## src/rtl/chan_xlate_pkg.sv

```systemverilog
package chan_xlate_pkg;

    localparam int SYS_AW  = 26;
    localparam int CHAN_AW = 36;

    typedef enum logic [1:0] {
        KIND_MEM   = 2'b00,
        KIND_REG   = 2'b01,
        KIND_BCAST = 2'b10
    } acc_kind_e;

    typedef struct packed {
        logic [CHAN_AW-1:0] adr;
        logic               bcast;
        acc_kind_e          kind;
        logic               write;
        logic               over;
    } chan_req_t;

endpackage

```

## src/rtl/chan_addr_map.sv

```systemverilog
module chan_addr_map
    import chan_xlate_pkg::*;
#(
    parameter logic [SYS_AW-1:0] MAP_LIMIT = 26'h0800000
) (
    input  logic [SYS_AW-1:0] addr,
    input  logic              write,
    output chan_req_t         req
);
    localparam int SPACE_LSB = 20;
    localparam int BC_BIT    = 19;
    localparam int FIELD_LSB = 10;
    localparam int FIELD_W   = 9;
    localparam int OFF_W     = 10;
    localparam int ROW_LSB   = 20;
    localparam int COL_LSB   = 11;
    localparam int SPACE_W   = SYS_AW - SPACE_LSB;

    logic               reg_space;
    logic [FIELD_W-1:0] field;

    always_comb begin
        reg_space = (addr[SYS_AW-1:SPACE_LSB] == {SPACE_W{1'b1}});
        field     = addr[FIELD_LSB +: FIELD_W];
        req       = '0;
        req.write = write;
        if (reg_space) begin
            req.adr[ROW_LSB +: FIELD_W] = field;
            req.adr[COL_LSB +: FIELD_W] = field;
            req.adr[OFF_W-1:0]          = addr[OFF_W-1:0];
            req.bcast                   = addr[BC_BIT];
            req.kind                    = addr[BC_BIT] ? KIND_BCAST : KIND_REG;
        end else begin
            req.adr  = CHAN_AW'(addr);
            req.kind = KIND_MEM;
            req.over = (addr >= MAP_LIMIT);
        end
    end
endmodule

```

## src/rtl/chan_rsp_track.sv

```systemverilog
module chan_rsp_track #(
    parameter int WIN = 8
) (
    input  logic clk,
    input  logic rst_n,
    input  logic issue,
    input  logic expect_rsp,
    input  logic is_write,
    input  logic ack,
    input  logic nack,
    output logic miss_evt,
    output logic stray_nack_evt,
    output logic zero_fill,
    output logic wr_drop
);
    localparam int CNT_W = (WIN > 2) ? $clog2(WIN) : 1;
    localparam logic [CNT_W-1:0] LAST = CNT_W'(WIN - 1);

    typedef struct packed {
        logic             pending;
        logic [CNT_W-1:0] cnt;
        logic             was_write;
        logic             zero_fill;
        logic             wr_drop;
    } trk_t;

    trk_t st_d, st_q;

    always_comb begin
        st_d           = st_q;
        st_d.zero_fill = 1'b0;
        st_d.wr_drop   = 1'b0;
        miss_evt       = 1'b0;
        stray_nack_evt = nack && !st_q.pending;
        if (issue) begin
            st_d.pending   = expect_rsp;
            st_d.cnt       = '0;
            st_d.was_write = is_write;
        end else if (st_q.pending) begin
            if (ack || nack) begin
                st_d.pending = 1'b0;
            end else if (st_q.cnt == LAST) begin
                st_d.pending   = 1'b0;
                miss_evt       = 1'b1;
                st_d.zero_fill = !st_q.was_write;
                st_d.wr_drop   = st_q.was_write;
            end else begin
                st_d.cnt = st_q.cnt + 1'b1;
            end
        end
    end

    always_ff @(posedge clk) begin
        if (!rst_n) st_q <= '0;
        else        st_q <= st_d;
    end

    assign zero_fill = st_q.zero_fill;
    assign wr_drop   = st_q.wr_drop;
endmodule

```

## src/rtl/chan_err_reg.sv

```systemverilog
module chan_err_reg #(
    parameter int NERR = 3
) (
    input  logic            clk,
    input  logic            rst_n,
    input  logic [NERR-1:0] set_evt,
    input  logic            clr,
    output logic [NERR-1:0] flags
);
    logic [NERR-1:0] flags_d, flags_q;

    always_comb begin
        flags_d = (clr ? '0 : flags_q) | set_evt;
    end

    always_ff @(posedge clk) begin
        if (!rst_n) flags_q <= '0;
        else        flags_q <= flags_d;
    end

    assign flags = flags_q;
endmodule

```

## src/rtl/chan_xlate_top.sv

```systemverilog
module chan_xlate_top
    import chan_xlate_pkg::*;
#(
    parameter int                WIN       = 8,
    parameter logic [SYS_AW-1:0] MAP_LIMIT = 26'h0800000
) (
    input  logic               clk,
    input  logic               rst_n,
    input  logic               req_valid,
    input  logic [SYS_AW-1:0]  req_addr,
    input  logic               req_write,
    input  logic               rsp_ack,
    input  logic               rsp_nack,
    input  logic               err_clr_wr,
    output logic               out_valid,
    output logic [CHAN_AW-1:0] out_addr,
    output logic               out_bcast,
    output logic [1:0]         out_kind,
    output logic               out_write,
    output logic               zero_fill,
    output logic               wr_drop,
    output logic [2:0]         err_flags
);
    localparam int NERR    = 3;
    localparam int E_OVER  = 2;
    localparam int E_NACK  = 1;
    localparam int E_MISS  = 0;

    typedef struct packed {
        logic      vld;
        chan_req_t req;
    } out_t;

    chan_req_t       map_req;
    out_t            out_d, out_q;
    logic            miss_evt, stray_evt;
    logic [NERR-1:0] evt;

    chan_addr_map #(.MAP_LIMIT(MAP_LIMIT)) u_map (
        .addr  (req_addr),
        .write (req_write),
        .req   (map_req)
    );

    chan_rsp_track #(.WIN(WIN)) u_track (
        .clk            (clk),
        .rst_n          (rst_n),
        .issue          (req_valid),
        .expect_rsp     (map_req.kind != KIND_BCAST),
        .is_write       (req_write),
        .ack            (rsp_ack),
        .nack           (rsp_nack),
        .miss_evt       (miss_evt),
        .stray_nack_evt (stray_evt),
        .zero_fill      (zero_fill),
        .wr_drop        (wr_drop)
    );

    always_comb begin
        evt         = '0;
        evt[E_OVER] = req_valid && map_req.over;
        evt[E_NACK] = stray_evt;
        evt[E_MISS] = miss_evt;
        out_d       = out_q;
        out_d.vld   = req_valid;
        if (req_valid) out_d.req = map_req;
    end

    always_ff @(posedge clk) begin
        if (!rst_n) out_q <= '0;
        else        out_q <= out_d;
    end

    chan_err_reg #(.NERR(NERR)) u_err (
        .clk     (clk),
        .rst_n   (rst_n),
        .set_evt (evt),
        .clr     (err_clr_wr),
        .flags   (err_flags)
    );

    assign out_valid = out_q.vld;
    assign out_addr  = out_q.req.adr;
    assign out_bcast = out_q.req.bcast;
    assign out_kind  = out_q.req.kind;
    assign out_write = out_q.req.write;
endmodule

```

## config.mk

```make
export PLATFORM = sky130hd
export DESIGN_NAME = chan_xlate_top
export DESIGN_NICKNAME = d
export VERILOG_FILES = /design/src/rtl/chan_xlate_pkg.sv /design/src/rtl/chan_addr_map.sv /design/src/rtl/chan_rsp_track.sv /design/src/rtl/chan_err_reg.sv /design/src/rtl/chan_xlate_top.sv
export SDC_FILE = /design/constraint.sdc
export NUM_CORES = 1
export LEC_CHECK = 0
export ABC_AREA = 1
export ABC_CLOCK_PERIOD_IN_PS = 1800
export BUFFER_PORTS_ARGS = -buffer_cell sky130_fd_sc_hd__buf_2
export CORE_MARGIN = 2
export CORE_UTILIZATION = 45
export CTS_CLUSTER_SIZE = 10
export DETAILED_ROUTE_END_ITERATION = 10
export GPL_ROUTABILITY_DRIVEN = 0
export PLACE_DENSITY = 0.81
export SLEW_MARGIN = 10
export SYNTH_ARGS = -nofsm -noshare
export SYNTH_HDL_FRONTEND = slang
export SYNTH_SLANG_ARGS = --single-unit
export TNS_END_PERCENT = 30
```

## constraint.sdc

```tcl
create_clock -name clk -period 1.8 [get_ports clk]
set_clock_uncertainty 0.2 [all_clocks]
set_input_delay 0.36 -clock clk [delete_from_list [all_inputs] [get_ports clk]]
set_output_delay 0.36 -clock clk [all_outputs]
set_load 0.005 [all_outputs]
```

Word-level counts from Yosys, hierarchy flattened:

Index checks and enable logic that the tools add are counted.

* divide/modulo/power cells: 0
* reduce and logical (&&, ||, !) cells: 8
* multiplexer cells: 17
* shift operators: 0
* multipliers: 0
* equal/unequal tests: 3
* bitwise logic cells: 5
* $lt $le $gt $ge: 1
* $add $sub $neg: 1

Operators with widths (count)
* 26-bit by 24-bit greater-or-equal comparator with 1-bit output (second input constant): 1
* 18-bit 2-to-1 mux: 1
* 1-bit 2-to-1 mux: 9
* 3-bit 2-to-1 mux: 3
* 4-bit 2-to-1 mux: 2
* 6-bit == test (second input constant): 1
* 5-bit OR reduction: 1
* 2-bit 2-to-1 mux: 2
* 1-bit NOT: 4
* 3-bit by 1-bit adder with 3-bit output (second input constant): 1
* 3-bit == test (second input constant): 1
* 3-bit OR: 1
* 3-bit AND reduction: 1
* 1-bit logical AND: 2
* 1-bit logical NOT: 2
* 2-bit inequality test (second input constant): 1
* 2-bit OR reduction: 1
* 1-bit logical OR: 1

* bits of input ports: 33
* output and inout bits: 46
* memory bits (writable): 0
* bits in latches: 0
* flip-flop bits (word level): 43
* logic and storage cells: 45
* memories: 0
* ROM bits: 0

Depth between registers and ports, before layout:

Gate-level depths: netlist of the first run.

* depth in word-level cells: 6
* gate-level depth with buffers: 8
* mapped depth without buffers: 7

Hierarchy:

Synthesis of the first run repeated with hierarchy kept, for this count alone.

* cells, all modules: 393
* area, all modules: 2580.0 um2

Modules (own cells, without submodules)
* chan_xlate_top: times used 1, area an instance 1704.1 um2, seq. area each 820.8 um2, cells an instance 260
* chan_addr_map: times used 1, area an instance 439.2 um2, seq. area each 0.0 um2, cells an instance 77
* chan_rsp_track: times used 1, area an instance 331.6 um2, seq. area each 140.1 um2, cells an instance 42
* chan_err_reg: times used 1, area an instance 105.1 um2, seq. area each 60.1 um2, cells an instance 14

Worst setup path after synthesis of the first run:

OpenSTA, ideal clock, no wires.

* kind: reg2reg
* start: reg u_track.st_q[3] (netlist name)
* end: reg u_track.st_q[3] (netlist name)
* data arrival time: 1.121 ns
* path slack: 0.409 ns
* buffers on the path: 0
* period minus slack after synthesis: 1.391 ns
* data required time: 1.530 ns
* setup time: 0.070 ns
* cell stages (with the launch flop): 7
* path through: dfxtp_1 ha_1 ha_1 nand3b_1 inv_1 nand2_1 a21oi_1

* word-level cells in the longest chain between the ends: 3
* elaborated cells between the ends (all ways): 4
* classes of those cells: 1 x add/sub; 1 x eq/ne; 1 x bitwise; 1 x reduce/logical

RTL lines
* start, declared: RTL line chan_rsp_track.sv:27 `trk_t st_d, st_q;`
* start signal, assigned: RTL line chan_rsp_track.sv:55 `else st_q <= st_d;`
* 3-bit == test: RTL line chan_rsp_track.sv:42 `end else if (st_q.cnt == LAST) begin`
* 1-bit NOT (no line)
* 3-bit AND reduction (no line)

Several ways; a longest one is shown, not always the timed one.
A chain may end at the register's enable or synchronous reset.

Worst setup path after layout of the first run:

* start: reg u_track.st_q[3] (netlist name)
* end: reg u_track.st_q[5] (netlist name)

Same word-level chain as after synthesis.

==> results of run 1 <==
[sequential cells by signal, indices dropped and copies added, names as in the netlist]
name and flops:
out_addr 29, u_track.st_q 5, u_err.flags 3, out_bcast 1
out_kind 1, out_valid 1, u_track.wr_drop 1, u_track.zero_fill 1
[layout make-up]
class,instances,area [sq um],share of cell area [%]
inverter,11,41.3,1.93
sequential,42,841,39.2
multi-input combinational,146,698,32.6
tap,48,60.1,2.80
clock inverter,2,37.5,1.75
clock buffer,6,72.6,3.39
timing repair buffer,76,393,18.3
[power groups by stage]
stage | Sequential (uW) | Clock (uW) | Combinational, uW
finish | 992 | 734 | 197
global route | 998 | 791 | 220
CTS | 992 | 751 | 199
detailed placement | 1010 | 0 | 198
global placement | 1010 | 0 | 195
floorplan | 1020 | 0 | 102
[metal layers]
metal	vias to the layer above	track usage, %
met5	-	0
met4	0	4.79
met3	3	6.77
met2	63	30.8
met1	682	21.5
li1	800	-
[per-stage QoR]
| step | setup slack, ns | area, sq um |
|---|---|---|
| 5_1_grt | 0.161 | 2140 |
| 3_5_place_dp | 0.265 | 2030 |
| 4_1_cts | 0.242 | 2140 |
| 2_1_floorplan | 0.409 | 1680 |
| 6_report | 0.257 | 2140 |
| 3_3_place_gp | 0.315 | 2030 |
[tightest hold or removal path, stage by stage]
cell and delay [ns]:
buf_2 0.08, nand2_1 0.04, o21ai_0 0.06
[worst max path at each step]
stage,slack [ns],from,cells after the start,end
detailed placement,0.27,u_track.st_q[3],6,u_track.st_q[4]
global placement,0.32,u_track.st_q[3],6,u_track.st_q[3]
finish,0.26,u_track.st_q[3],6,u_track.st_q[5]
CTS,0.24,u_track.st_q[3],6,u_track.st_q[5]
global route,0.16,u_track.st_q[3],6,u_track.st_q[5]
floorplan,0.41,u_track.st_q[3],6,u_track.st_q[3]
[cell families after synthesis]
group           count (synthesis)
simple gates                  118
buf+inv                        26
compound gates                 19
fa+ha+maj                       2
flops                          42
other cells                     1
[cells in the final DEF, fill, tap and decap left out, drive strengths merged, types with 2 or more instances in the layout]
cell type	instances
nand2	91
buf	76
dfxtp	42
nand3	13
inv	11
a22o	10
conb	7
nor2	7
clkbuf	6
o21ai	5
nand4	4
a21oi	3
ha	2
==> reports/metrics.cfg, run 1 <==
[critical_path]
path_max_fanout=4
crit_path_frequent_cell=ha_1
cp.arrival_ns=1.57
reg2reg_slack_ns=0.26
timing.rr.start=u_track.st_q[3]
start_kind=register
end_kind=register
crit_slowest_cell=dfxtp_1
crit_required_ns=1.83
crit_chain=ha_1 > ha_1 > nand3b_1 > inv_1 > nand2_1 > a21oi_1
cp_top_family=adder cells
slowest_delay_ns=0.33
path_class=reg2reg
r2r-end=u_track.st_q[5]
reg2reg_depth=6
crit_buf_inv=1

[detailed_routing]
postRouteAntennaNets=0
drt-pass1-iter-count=4
drt_wl_total_um=3620
top_layer_used=met4
met3RoutedLength_um=284
wirelength_met1_um=1600
wl_per_cell_um=10.9
drt-initial-drc-count=51
vias=1548
drc_errors=0
viasPerCell=4.68
wl_met2_um=1710

[floorplan]
rows=22
fp.dieArea_sq_um=4190
die_x_um=64.7
die_h_um=64.7
io_pins=79
core_area_sq_um=3610
start_util_pct=46.0

[final_layout]
fin_cells=331
syn2layout_area_growth_pct=29.2
drive_gt1_share_pct=31.8
fillerInstances=336
fin_util_pct=59.4
nets=317
insertedDiodeCount=0

[min_path]
worstHoldStart=req_write
whs_path_depth=3
hold_path.class=in2reg
hold_end=u_track.st_q[2]

[logic_synthesis]
synth-async-reset-ratio_pct=0
synth_edf_count=0
synth_common_cells=nand2_1 (89), dfxtp_1 (42), nand3_1 (13)
synth_simple_gate_area_share_pct=30.9
synth_most_common_cell=nand2_1
yosysTopAreaCellShare_pct=50.7
synth_seq_cells=42
synth_compound_area_share_pct=8.07
synth_flop_cell=dfxtp_1
synth_xor_area_share_pct=0
synth.largest_area_cell=dfxtp_1
synth.mux.area_fraction_pct=0
avgSynthCellArea_sq_um=7.98
synth_area_leaders=dfxtp_1 (51%), nand2_1 (20%), a22o_1 (5.3%), nand3_1 (3.9%), buf_4 (3.6%)
seq_area_frac_synth_pct=50.7
synthCells=208
synth_top_family_by_area=simple AND/OR/NAND/NOR gates
ys.warnings.count=0
synthAdderAreaFrac_pct=1.51
synthDistinctLibCells=24
netlist_area_sq_um=1660

[placement]
dp.cells=323
hpwl_um=2720
io_buffers=71

[power_and_ir_drop]
p_switching_uw=447
leakagePower_uw=0.00121
peakVddDrop_mv=0.480
combPwrFrac_pct=10.2
clockPowerShare_pct=38.2
p_int_uw=1480
power_frac_seq_pct=51.6
power_density_nw_per_um2=898
p_sw_share_pct=23.2
p_total_uw=1920

[clocking]
cts_hold_buffers=0
cts_tree=done
cts_made_buffers=5
post_cts_resized=0
cts.sinks=42
cts-root-buf=clkbuf_8
clk_pin_slew_worst_paths_ns=0.07
worstSkewPairLatency_ns=0.30
postCtsSetupBuffers=0
clockBufferDepth=2
htreeDepth=2

[global_route]
first_global_vias=1363
grt_pass1_wl_um=5920
overflow=0
antenna_found_initial=0
grt_max_degree=25
grtUsageTotal_pct=18.1

[timing]
final_hold_viol_count=0
fmax_mhz=648
min_period_ns=1.54
setup_viol=0
slew_violations=0
grt_setup_unrepaired=no
timing.hold.ws_ns=0.0701
period_share_pct=85.7
setup_tns_ns=0

[run]
maxCapViolCount=0

[status]
status=finished clean

Note: power is estimated with default switching activity, not from simulation.
==> run 2, diff against run 1 <==
--- a/config.mk
+++ b/config.mk
@@ -5,15 +5,15 @@
 export SDC_FILE = /design/constraint.sdc
 export NUM_CORES = 1
 export LEC_CHECK = 0
-export ABC_AREA = 1
+export ABC_AREA = 0
 export ABC_CLOCK_PERIOD_IN_PS = 1800
 export BUFFER_PORTS_ARGS = -buffer_cell sky130_fd_sc_hd__buf_2
-export CORE_MARGIN = 2
+export CORE_MARGIN = 3
 export CORE_UTILIZATION = 45
 export CTS_CLUSTER_SIZE = 10
 export DETAILED_ROUTE_END_ITERATION = 10
 export GPL_ROUTABILITY_DRIVEN = 0
-export PLACE_DENSITY = 0.81
+export PLACE_DENSITY = 0.79
 export SLEW_MARGIN = 10
 export SYNTH_ARGS = -nofsm -noshare
 export SYNTH_HDL_FRONTEND = slang
==> run 2 against run 1 <==
Compared with the run above:
- sequential power about the same
- hold slack better by 0.057 ns
- routed wire length up 12%
- synthesized cell count down 5.3%
- largest power group unchanged
- highest routed layer unchanged
==> reports/metrics.cfg, run 2 <==
[detailed_routing]
vias=1608  ; +3.9%
drt-initial-drc-count=55  ; +7.8%
viasPerCell=5.04  ; +7.8%
drc_errors=0  ; unchanged
wl_per_cell_um=12.7  ; +16%
postRouteAntennaNets=0  ; unchanged
drt_wl_total_um=4040  ; +12%
drt-pass1-iter-count=4  ; unchanged

[global_route]
grtUsageTotal_pct=16.5  ; -1.7 points
overflow=0  ; unchanged
first_global_vias=1432  ; +5.1%
grt_max_degree=24  ; -4.0%
antenna_found_initial=0  ; unchanged
gr-usage-met2_pct=27.0  ; -3.8 points
grt.busiest_layer=met2
grt_use_met1_pct=20.9  ; -0.58 points
met3_usage_pct=4.17  ; -2.6 points
grt_pass1_wl_um=6620  ; +12%

[final_layout]
largest_reg_flops=29  ; unchanged
nets=305  ; -3.8%
final_common_cell=buf_2
drive_gt1_share_pct=35.4  ; +3.6 points
insertedDiodeCount=0  ; unchanged
layout_common_cells=buf_2 (71), dfxtp_1 (41), mux2i_1 (13), nor2b_1 (13), nand3_1 (13)
syn2layout_area_growth_pct=26.0

[logic_synthesis]
synth_flop_cell=dfxtp_1
synth_xor_area_share_pct=0.470  ; +0.47 points
synth_compound_area_share_pct=15.4  ; +7.4 points
synth_simple_gate_area_share_pct=21.2  ; -9.7 points
synth.mux.area_fraction_pct=6.98  ; +7.0 points
yosysTopAreaCellShare_pct=45.1  ; -5.6 points
synth.largest_area_cell=dfxtp_1
ys.warnings.count=0  ; unchanged
synthCells=197  ; -5.3%
seq_area_frac_synth_pct=45.1  ; -5.6 points
synthDistinctLibCells=39  ; +63%
avgSynthCellArea_sq_um=9.46  ; +19%
synth_top_family_by_area=simple AND/OR/NAND/NOR gates
synth_area_leaders=dfxtp_1 (45%), mux2i_1 (7.0%), nor2b_1 (4.4%), buf_4 (3.6%), nand3_1 (3.5%)
synth_seq_cells=42  ; unchanged
synth_common_cells=dfxtp_1 (42), mux2i_1 (13), nand3_1 (13), nor2b_1 (13), o21ai_0 (12)
synth_edf_count=0  ; unchanged
synth-async-reset-ratio_pct=0  ; unchanged
netlist_area_sq_um=1860  ; +12%
synth_most_common_cell=dfxtp_1
synthAdderAreaFrac_pct=1.34  ; -0.17 points

[floorplan]
rows=22  ; unchanged
die_x_um=70.4  ; +8.7%
io_pins=79  ; unchanged
core_area_sq_um=3830  ; +6.1%
start_util_pct=48.7  ; +2.7 points
die_h_um=70.4  ; +8.7%
fp.dieArea_sq_um=4950  ; +18%

[critical_path]
crit_path_frequent_cell=ha_2
setup.worst_path.end=u_track.st_q[3]
slowest_delay_ns=0.40  ; +0.07 ns
end_kind=register
crit_chain=ha_2 > ha_2 > nor4b_4 > buf_4 > xnor2_1 > nor2_1
reg2reg_depth=6  ; unchanged
cp.arrival_ns=1.72  ; +0.15 ns
reg2reg_slack_ns=0.06  ; -0.19 ns
timing.rr.start=u_track.st_q[3]
start_kind=register
r2r-end=u_track.st_q[3]
critical_path.startpoint=u_track.st_q[3]
crit_slowest_cell=nor4b_4
crit_required_ns=1.78  ; -0.05 ns
path_class=reg2reg
path_max_fanout=4  ; unchanged

[timing]
min_period_ns=1.74  ; +0.193 ns
fin_ws_ns=0.0642  ; -0.193 ns
period_share_pct=96.4  ; +11 points
fmax_mhz=576  ; -11%
final_hold_viol_count=0  ; unchanged
timing.hold.ws_ns=0.127  ; +0.0568 ns
setup_viol=0  ; unchanged
slew_violations=0  ; unchanged

[clocking]
clockBufferDepth=2  ; unchanged
worstSkewPairLatency_ns=0.28  ; -0.02 ns
htreeDepth=2  ; unchanged
cts-root-buf=clkbuf_8
cts_tree=done
clk_pin_slew_worst_paths_ns=0.08  ; about the same
cts_made_buffers=5  ; unchanged
cts.sinks=42  ; unchanged

[min_path]
hold_path.class=in2reg

[run]
maxCapViolCount=0  ; unchanged

[placement]
hpwl_um=3060  ; +12%
place_ws_ns=0.0261  ; -0.239 ns
io_buffers=71  ; unchanged

[power_and_ir_drop]
power_density_nw_per_um2=788  ; -12%
peakVddDrop_mv=0.547  ; +14%
leakagePower_uw=0.00108  ; -11%

[status]
status=finished clean

## run 2: cell families (layout without fill, tap and decap cells)
| logic type | count (synthesis) | count (layout) |
|---|---|---|
| mux | 13 | 13 |
| xor+xnor | 1 | 1 |
| other cells | 1 | 7 |
| buf+inv | 28 | 96 |
| simple gates | 63 | 63 |
| fa+ha+maj | 2 | 2 |
| flops | 42 | 42 |
| compound gates | 47 | 47 |
## run 2: stage by stage
step	TNS, ns	power [uW]	cells	cell area, sq um	utilization, %
5_1_grt	-0.0187	1940	319	2350	61.4
6_report	0	1850	319	2350	61.4
4_1_cts	0	1880	317	2330	60.8
3_3_place_gp	0	1250	309	2240	58.4
3_5_place_dp	0	1260	309	2240	58.4
2_1_floorplan	0	1150	203	1890	-
## run 2: timing repair
action	in CTS	in global routing
hold buffers	0	0
setup endpoints to repair	1	2
resized for setup	0	3
setup buffers	0	2
endpoints found under the hold margin	0	0
pin swaps	1	2
## run 2: how the worst min path moves through the flow
| stage | start | to | slack (ns) | cells after the start |
|---|---|---|---|---|
| 2_1_floorplan | u_track.st_q[2] | u_track.zero_fill | 0.24 | 1 |
| 3_3_place_gp | u_track.st_q[2] | u_track.zero_fill | 0.23 | 1 |
| 3_5_place_dp | u_track.st_q[2] | u_track.zero_fill | 0.25 | 1 |
| 4_1_cts | req_addr[5] | out_addr[5] | 0.12 | 3 |
| 5_1_grt | req_addr[3] | out_addr[3] | 0.12 | 3 |
| 6_report | req_addr[7] | out_addr[7] | 0.13 | 3 |
## run 2: routing by layer
| metal | wire length (um) | up-vias |
|---|---|---|
| li1 | - | 825 |
| met1 | 1770 | 733 |
| met2 | 1990 | 46 |
| met3 | 249 | 4 |
| met4 | 36 | 0 |
| met5 | 0 | - |
## run 2: power by group
part,switching (uW),internal [uW]
combinational,123,122
clock,304,309
sequential,20.6,973
## run 2: critical path: cells and delay by family (launching register included)
kind	cells	cell delay [ns]
and+or+nand+nor	2	0.46
adders and majority gates	2	0.35
DFF	1	0.33
buffers and inverters	1	0.18
xor gates and xnor gates	1	0.11
## run 2: area by class of cell
cell class	count	area [sq um]
Clock buffer	7	86.3
Tap cell	48	60.1
Inverter	5	18.8
Fill cell	368	1480
Sequential cell	42	842
Clock inverter	1	5.00
Timing Repair Buffer	83	458
Multi-Input combinational cell	133	878
